$ cat config.mk
export PLATFORM = sky130hd
export DESIGN_NAME = vtag_decide
export DESIGN_NICKNAME = d
export VERILOG_FILES = /design/src/rtl/vtag_pkg.sv /design/src/rtl/vtag_decide.sv
export SDC_FILE = /design/constraint.sdc
export NUM_CORES = 1
export LEC_CHECK = 0
export BUFFER_PORTS_ARGS = -buffer_cell sky130_fd_sc_hd__buf_2
export CORE_AREA = 2 2 39 41
export DETAILED_ROUTE_END_ITERATION = 16
export DIE_AREA = 0 0 41 43
export GPL_TIMING_DRIVEN = 0
export PLACE_DENSITY = 0.52
export SYNTH_ARGS = -nofsm -noshare
export SYNTH_HDL_FRONTEND = slang
export SYNTH_SLANG_ARGS = --single-unit
$ cat constraint.sdc
create_clock -name vclk -period 1.03
set_clock_uncertainty 0.05 [all_clocks]
set_input_delay 0.206 -clock vclk [all_inputs]
set_output_delay 0.206 -clock vclk [all_outputs]
set_load 0.01 [all_outputs]
$ cat src/rtl/vtag_pkg.sv
package vtag_pkg;

    localparam int ADDR_W   = 64;
    localparam int TAG_W    = 4;
    localparam int LINE_LSB = 6;

    typedef enum logic [2:0] {
        K_LOAD    = 3'd0,
        K_NFLOAD  = 3'd1,
        K_STORE   = 3'd2,
        K_TAGSET  = 3'd3,
        K_BLKINIT = 3'd4
    } kind_e;

    typedef enum logic [1:0] {
        C_GRANT    = 2'd0,
        C_PRECISE  = 2'd1,
        C_DEFERRED = 2'd2,
        C_ACCESS   = 2'd3
    } class_e;

    localparam logic [3:0] FT_NONE     = 4'h0;
    localparam logic [3:0] FT_DISABLED = 4'hA;
    localparam logic [3:0] FT_READONLY = 4'h5;

    typedef struct packed {
        class_e     cls;
        logic [3:0] ftype;
    } verdict_t;

    function automatic logic tag_is_wild(input logic [TAG_W-1:0] t);
        return (t == '0) || (t == '1);
    endfunction

endpackage

$ cat src/rtl/vtag_decide.sv
module vtag_decide
    import vtag_pkg::*;
(
    input  kind_e            kind,
    input  logic [TAG_W-1:0] ptr_tag,
    input  logic [TAG_W-1:0] line_tag,
    input  logic [TAG_W-1:0] set_tag,
    input  logic             pg_chk_en,
    input  logic             pg_writable,
    input  logic             task_chk_en,
    input  logic             precise_mode,
    output verdict_t         verdict,
    output logic             wr_en,
    output logic [TAG_W-1:0] wr_tag
);
    logic checking;
    logic mismatch;

    always_comb begin
        checking = pg_chk_en && task_chk_en;
        mismatch = checking && !tag_is_wild(ptr_tag) && !tag_is_wild(line_tag)
                   && (ptr_tag != line_tag);
        verdict  = '{cls: C_GRANT, ftype: FT_NONE};
        wr_en    = 1'b0;
        wr_tag   = '0;
        unique case (kind)
            K_LOAD: begin
                if (mismatch) verdict.cls = C_PRECISE;
            end
            K_STORE: begin
                if (mismatch) verdict.cls = precise_mode ? C_PRECISE : C_DEFERRED;
            end
            K_TAGSET: begin
                if (!task_chk_en) begin
                    verdict = '{cls: C_ACCESS, ftype: FT_DISABLED};
                end else if (!pg_writable) begin
                    verdict = '{cls: C_ACCESS, ftype: FT_READONLY};
                end else begin
                    wr_en  = 1'b1;
                    wr_tag = set_tag;
                end
            end
            K_BLKINIT: begin
                wr_en = 1'b1;
            end
            default: ;
        endcase
    end
endmodule

; ---- Word level (Yosys, flattened, before mapping)
; Cells that the tools add are included.
[totals]
reg_bits = 0
input_bits = 19
[classes]
reduce_logical = 11
eq_ne = 6
n_mux = 13
[op_table]
columns = op, count
row1 = 4-bit 2-to-1 mux, 4
row2 = 6-bit 2-to-1 mux, 2
row3 = 4-bit == test (second input constant), 2
row4 = 4-bit zero test, 2
row5 = 3-bit by 2-bit == test with 1-bit output (second input constant), 2
row6 = 2-bit one-hot mux with 3 select lines, 1
row7 = 1-bit logical AND, 4
row8 = 2-bit 2-to-1 mux, 2
row9 = 4-bit inequality test, 1
row10 = 3-bit == test (second input constant), 1
row11 = 3-bit zero test, 1
row12 = 1-bit 2-to-1 mux, 3
row13 = 1-bit zero test, 2
row14 = 1-bit logical OR, 2
row15 = 1-bit one-hot mux with 2 select lines, 1

; ---- Depth between registers and ports, before layout
; Gate-level depths: netlist of run 1.
[depth]
ltp_word = 8
depth_mapped = 4

; ---- Worst setup path after synthesis of run 1
; OpenSTA, ideal clock, no wires.
[synth_timing]
path_kind = input-to-output
from = in kind[2]
to = out verdict[2] (netlist name)
slack_ps = -202
t_required_ps = 774
arrival_time_ps = 976
path_buffers = 1
stages = 3
cell_sequence = nand3b_1 nor3b_1 buf_4
[synth_rtl]
columns = element, line_no
row1 = start: declaration, vtag_decide.sv:4  ; input kind_e kind,
row2 = end: declaration, vtag_decide.sv:12  ; output verdict_t verdict,

==> reports/results.ini, run 1 <==
[layout]
nNetsFinal=82
num-fill-cells=156
n_clock_buffer=0
layout-drive-gt1-share_pct=72.13
seqCellArea_um2=0
antenna-diode-count=0
seq_cells=0
areaGrowthSynthToFinish_pct=143.4
final_util_pct=36.53
stdcell_count=77

[global_routing]
grt_pass1_wl_um=1028
grt_max_degree=6
grt.total_usage_pct=7.700
grt_pass1_vias=284
gr-total-overflow=0
antenna_found_initial=0

[routing]
drtIter0Drc=4
wl_per_cell_um=9.597
drt_wl_total_um=739
ant_nets=0
first_pass_iters=4
drc_errors=0
dr_total_vias=340
vias_per_cell=4.416

[pwr]
leakagePower_nw=0.2569
peakVddDrop_mv=0.08851
powerDensity_nw_per_um2=298.4

[setup_path]
crit_path_cell_trace=buf_8 > xor2_2 > o41ai_2 > o31ai_1 > buf_2
crit_arrival_ns=1.15
cp.required_ns=0.77
end_kind=output port
cp_max_fo=2
cp_slowest_stage_delay_ns=0.43
cp_slowest_cell=o41ai_2
critical_path_class=in2out
worstSetupStartpointType=input port

[timing]
fin_crit_sh_pct=136.4
layout_setup_ws_ns=-0.3745
slew_viol_final=0
fmax_mhz=712.0
rsz0062_at_grt=true
finalSetupViolCount=11
tightest_slew_ns=0.3845
relSlewSlack_pct=74.13
fin_crit_ns=1.404
hold_viol=0

[hold_path]
min_from=task_chk_en
min_path_cells=3
worstHoldEndpoint=verdict[1]
hp-class=in2out

[place]
dpl.hpwl_um=603
dp_cells=76
dp_slack_ns=-0.4424
place_congestion=0.5568
io_buffers=30

[floorplanning]
die_area_um2=1763
io_pins=30
fp.dieH_um=43
core-area_um2=1384
dieWidth_um=41
start_util_pct=15.01
rows=14

[synthesis]
yosysTopAreaCell=xor2_1
synth_cells=30
yosysTopAreaCellShare_pct=16.87
yosysWarnings=0
synth_top_cells_by_area=xor2_1, o41ai_2, and2_1
netlist_area_um2=207.7
postSynthAreaPerCell_um2=6.923
synth.distinct_cells=15
synth_nets=49
ys_seq_area_share_pct=0

[run_status]
failed_checks=negative setup slack
status=finished, violations left

[run]
maxCapViolations=0

[cts]
cts_hold_buf=0

[worst max path at each step]
stage / startpoint / endpoint / depth (start not counted)
final: line_tag[3] / verdict[4] / 5
after global routing: line_tag[3] / verdict[4] / 5
after CTS: line_tag[3] / verdict[4] / 5
after detailed placement: ptr_tag[1] / verdict[4] / 5
after global placement: ptr_tag[1] / verdict[4] / 5
after floorplan: ptr_tag[1] / verdict[4] / 3
[per-stage QoR]
step                hold slack [ns]  setup TNS (ns)  instance area [um2]  power, mW
finish                       0.6172          -2.708                505.5     0.1508
global route                 0.6299          -3.362                505.5     0.1622
CTS                          0.6091          -2.373                470.5     0.1433
detailed placement           0.6310          -2.909                390.4     0.1157
global placement             0.6302          -2.878                390.4     0.1143
floorplan                    0.3992         -0.3821                220.2    0.04950
[report_power, final]
part           internal [mW]  leakage (nW)  total, mW  switching (mW)
Sequential                 0             0          0               0
Combinational         0.0838         0.257      0.151          0.0671
Clock                      0             0          0               0
Total                 0.0838         0.257      0.151          0.0671
[per-layer routing]
| layer | wire length [um] | up-vias | GRT usage (%) |
|---|---|---|---|
| met2 | 395 | 13 | 14.06 |
| met5 | 0 | - | 0 |
| met4 | 0 | 0 | 0 |
| met1 | 298 | 157 | 10.16 |
| li1 | - | 170 | - |
| met3 | 46 | 0 | 0 |
[cells in the final DEF, fill, tap and decap left out, types with 2 or more instances in the layout]
cell	count
buf_2	19
and2_4	2
and2_1	2
nand2_1	2
buf_6	10
buf_4	3
nor2_1	3
nor4_2	2
xor2_1	3
o41ai_2	2
[worst max-delay path: cells and delay by family]
kind | cells | cell delay, ns
buf+inv | 2 | 0.24
xor+xnor | 1 | 0.16
compound gates | 2 | 0.53
[timing repair]
action / in CTS / in global routing
cloned: 0 / 0
pin swaps: 13 / 9
setup endpoints to repair: 11 / 11
setup buffers: 1 / 0
resized for setup: 15 / 7
[area by class of cell]
cell class / count / area [um2] / area share, %
multi-input combinational: 27 / 236.5 / 46.78
tap: 16 / 20.02 / 3.960
timing repair buffer: 31 / 230.2 / 45.54
inverter: 1 / 3.754 / 0.7426
buffer: 2 / 15.01 / 2.970
[cell usage after synthesis (all sizes together), types with 2 or more instances]
library cell,number
nand2,3
nor4,3
nor2,4
and2,4
buf,2
xor2,4
o41ai,2
[logic make-up after synthesis]
| family | synth area share, % |
|---|---|
| simple gates | 46.99 |
| buf+inv | 9.032 |
| compound gates | 27.11 |
| xor+xnor | 16.87 |
No activity file was read; power rests on OpenSTA's default activity.
==> run 2, diff against run 1 <==
- PLACE_DENSITY: 0.52 -> 0.5
- clock period: 1.03 -> 1.46 ns (I/O delays scaled with it)
==> run 2 against run 1 <==
The run still ends with negative setup slack left. Cell count stayed put. Hold slack better by 0.19 ns. Total power is 29% lower. Worst setup slack better by 0.27 ns. Critical path type unchanged. Critical endpoint is now verdict[5].
==> reports/results.ini, run 2 (same netlist as run 1, synthesis figures left out) <==
[run_status]
status=finished, violations left
failed_checks=negative setup slack

[setup_path]
cp_slowest_cell=o41ai_2
worstSetupStartpointType=input port
crit_path_cell_trace=buf_6 > nor4_1 > nand2_1 > o41ai_2 > buf_2
critical_path_class=in2out
crit_arrival_ns=1.22
startpoint=kind[2]
cp_slowest_stage_delay_ns=0.28
cp.required_ns=1.12
cp_max_fo=3
end_kind=output port

[layout]
final_common_cell=buf_2
areaGrowthSynthToFinish_pct=138.0
multi_input_comb_area_um2=237.7
final_util_pct=35.71
seqCellArea_um2=0
seq_cells=0
antenna-diode-count=0
layout-drive-gt1-share_pct=70.49
n_clock_buffer=0
nNetsFinal=82
layout_common_cells=buf_2, buf_6, xor2_1, nor4_1, buf_4
num-fill-cells=153

[global_routing]
grt_pass1_vias=259
grt_max_degree=6
grt.total_usage_pct=7.493
gr-total-overflow=0
antenna_found_initial=0
grt_pass1_wl_um=1014

[floorplanning]
io_pins=30
die_area_um2=1763
dieWidth_um=41
rows=14
start_util_pct=15.01
fp.dieH_um=43
core-area_um2=1384

[place]
dp_slack_ns=-0.1898
io_buffers=30
dpl.hpwl_um=607.2
place_congestion=0.5621

[routing]
drt_wl_total_um=731
first_pass_iters=2
drc_errors=0
ant_nets=0
dr_total_vias=330
vias_per_cell=4.286
drtIter0Drc=1
wl_per_cell_um=9.494

[hold_path]
min_from=pg_writable
min_path_cells=3
worstHoldEndpoint=verdict[0]
hp-class=in2out

[timing]
hold_viol=0
slew_viol_final=0
layout_setup_ws_ns=-0.1000
fmax_mhz=641.0
fin_crit_ns=1.560
relSlewSlack_pct=79.65
finalSetupViolCount=4
final.setup.tns_ns=-0.2508
fin_crit_sh_pct=106.9
rsz0062_at_grt=true
tightest_slew_ns=0.3024

[pwr]
leakagePower_nw=0.2605
powerDensity_nw_per_um2=218.2
peakVddDrop_mv=0.06062

[cts]
cts_hold_buf=0

[run]
maxCapViolations=0

run 2: layer usage:
layer | track usage, % | routed length [um] | vias up
met5 | 0 | 0 | -
met1 | 9.810 | 301 | 145
met4 | 0 | 0 | 0
met3 | 0.5236 | 55 | 0
li1 | - | - | 171
met2 | 13.44 | 375 | 14
run 2: how the worst max path moves through the flow:
stage | to | slack (ns) | cells after the start
after CTS | verdict[5] | -0.13 | 6
after global routing | verdict[4] | -0.13 | 5
after detailed placement | verdict[4] | -0.19 | 5
final | verdict[5] | -0.10 | 5
after global placement | verdict[4] | -0.17 | 5
after floorplan | verdict[2] | 0.06 | 3
run 2: critical path, delay by kind of cell:
| kind | cells | cell delay (ns) |
|---|---|---|
| buffers and inverters | 2 | 0.26 |
| AO/OA/AOI/OAI | 1 | 0.28 |
| AND/OR/NAND/NOR | 2 | 0.38 |
run 2: repair_timing:
item,in CTS,in global routing
setup endpoints to repair,7,9
buffers inserted,1,0
gates resized for setup,12,10
pin swaps,8,6
run 2: cell type report:
type	count	area share, %
tap	16	4.051
inverter	1	0.7595
buffer	2	3.038
timing repair buffer	31	44.05
multi-input combinational	27	48.10
run 2: report_power, final:
group / switching [mW] / leakage [nW] / internal (mW)
clock network: 0 / 0 / 0
logic: 0.0497 / 0.261 / 0.0581
registers: 0 / 0 / 0
run 2: through the flow:
step                power [mW]  hold slack (ns)  instances  instance area, um2
global placement       0.07856           0.8016         76               377.9
global route            0.1162           0.8181         77               494.2
detailed placement     0.07937           0.8055         76               377.9
finish                  0.1078           0.8071         77               494.2
CTS                     0.1016           0.8048         77               450.4
floorplan              0.03385           0.5889         30               207.7
==> run 3, diff against run 2 <==
- ABC_AREA: default -> 1
- PLACE_DENSITY: 0.5 -> 0.56
- SLEW_MARGIN: default -> 20
==> run 3 against run 2 <==
Maximum frequency rose by 15%. Area after synthesis up 36%. Synthesized cell count grew 120%. Clock-buffer cell count unchanged. The run now ends clean. Cell count rose by 44%. Non-clock buffer count down 1. Core utilization is 2.6 points lower. Critical path type unchanged. Critical endpoint is now verdict[2].
==> reports/results.ini, run 3 <==
[pwr]
peakVddDrop_mv=0.09417
leakagePower_nw=0.3419
clock_power_share_pct=0
p_switching_mw=0.04982
swShare_pct=54.29
comb_power_share_pct=100.0
powerDensity_nw_per_um2=200.4
p_int_mw=0.04193
seq_power_share_pct=0

[timing]
tightest_slew_ns=0.1662
relSlewSlack_pct=88.83
hold_viol=0
slew_viol_final=0
layout_setup_ws_ns=0.1041
fmax_mhz=737.5
fin_crit_ns=1.356
rsz0062_at_grt=false
hold_ws_ns=0.8248
fin_crit_sh_pct=92.87
final.setup.tns_ns=0
finalSetupViolCount=0

[run_status]
status=complete, no violations

[synthesis]
netlist_area_um2=282.8
synth_most_common_cell=nand2_1
yosysTopAreaCellShare_pct=27.88
synth.distinct_cells=12
ys_seq_area_share_pct=0
ys_top_cells_by_count=nand2_1, inv_1, nor2_1, nand3_1
yosysTopAreaCell=nand2_1
synth_cells=65
synth_nets=84
postSynthAreaPerCell_um2=4.350
yosysWarnings=0
synth_top_cells_by_area=nand2_1, inv_1, nor2_1

[global_routing]
antenna_found_initial=0
grt_pass1_vias=300
gr-total-overflow=0
grt_max_degree=6
grt_pass1_wl_um=1007
grt.total_usage_pct=7.493

[floorplanning]
start_util_pct=20.43
dieWidth_um=41
core-area_um2=1384
die_area_um2=1763
rows=14
fp.dieH_um=43
io_pins=30

[setup_path]
cp.required_ns=1.12
crit_path_frequent_cell=buf_2
end_kind=output port
cp_max_fo=3
crit_path_cell_trace=buf_2 > inv_1 > nand3_2 > inv_2 > nand2_1 > nor2_1 > buf_4 > buf_2
cp_slowest_stage_delay_ns=0.12
worstSetupStartpointType=input port
critical_path_class=in2out
crit_arrival_ns=1.01
cp_slowest_cell=buf_4

[layout]
seqCellArea_um2=0
layout_common_cells=buf_2, nand2_1, nor2_1
areaGrowthSynthToFinish_pct=61.95
final_common_cell=buf_2
n_clock_buffer=0
seq_cells=0
antenna-diode-count=0
nNetsFinal=116
layout-drive-gt1-share_pct=38.95

[hold_path]
min_path_cells=3
hp-class=in2out
min_from=pg_writable
worstHoldEndpoint=verdict[0]

[run]
maxCapViolations=0

[cts]
cts.repair.resized=0
cts_hold_buf=0
post_cts_buffers=0

[routing]
ant_nets=0
first_pass_iters=4
drtIter0Drc=3
wl_per_cell_um=6.838
drc_errors=0
vias_per_cell=3.766
dr_total_vias=418
drt_wl_total_um=759

[place]
dp_slack_ns=0.05551
io_buffers=30
place_congestion=0.7055
dpl.hpwl_um=695.9

-- run 3: changes by cell type after synthesis, moves of 3 or more --
cell and change:
inv_1 +14, nor2_1 +11, nor4_1 -3, nand3_1 +4, xor2_1 -4, and2_1 -4
nand2_1 +18
-- run 3: power groups by stage --
stage	logic, mW	clock network, mW	registers [mW]
after floorplan	0.0433	0	0
after global placement	0.0903	0	0
after detailed placement	0.0912	0	0
after CTS	0.0914	0	0
after global routing	0.105	0	0
final	0.0918	0	0
-- run 3: worst max-delay path by stage --
stage	slack (ns)	cells past startpoint	endpoint	start
after CTS	0.05	8	verdict[2]	kind[2]
after global placement	0.07	8	verdict[2]	kind[2]
final	0.10	8	verdict[2]	kind[2]
after global routing	0.02	8	verdict[2]	kind[2]
after detailed placement	0.06	8	verdict[2]	kind[2]
after floorplan	0.20	6	verdict[2]	kind[2]
-- run 3: area by class of cell --
class                           instances  area, um2
Buffer                                  2      15.01
Fill cell                             161      925.9
Inverter                               16      60.06
Multi-Input combinational cell         47      212.7
Tap cell                               16      20.02
Timing Repair Buffer                   30      150.1
-- run 3: logic make-up after synthesis --
kind of cell,after synthesis,synth area share (%)
and+or+nand+nor,46,70.80
buffers and inverters,18,26.54
AOI/OAI and AO/OA,1,2.656
-- run 3: stage by stage --
step	util [%]	cell area, um2	total power, mW	cells
after floorplan	-	282.8	0.04326	65
after global placement	32.73	452.9	0.09033	111
after detailed placement	32.73	452.9	0.09121	111
after CTS	32.73	452.9	0.09142	111
after global routing	33.09	457.9	0.1053	111
final	33.09	457.9	0.09175	111
-- run 3: layer usage --
layer / vias up / global-route usage [%] / part of all wire [%]
li1: 250 / - / -
met1: 143 / 10.13 / 48
met2: 25 / 13.44 / 38
met3: 0 / 0 / 14
met4: 0 / 0 / 0
met5: - / 0 / 0
-- run 3: worst max-delay path, delay by kind of cell --
family / cells / cell delay [ns]
buffers and inverters: 5 / 0.49
AND/OR/NAND/NOR: 3 / 0.24
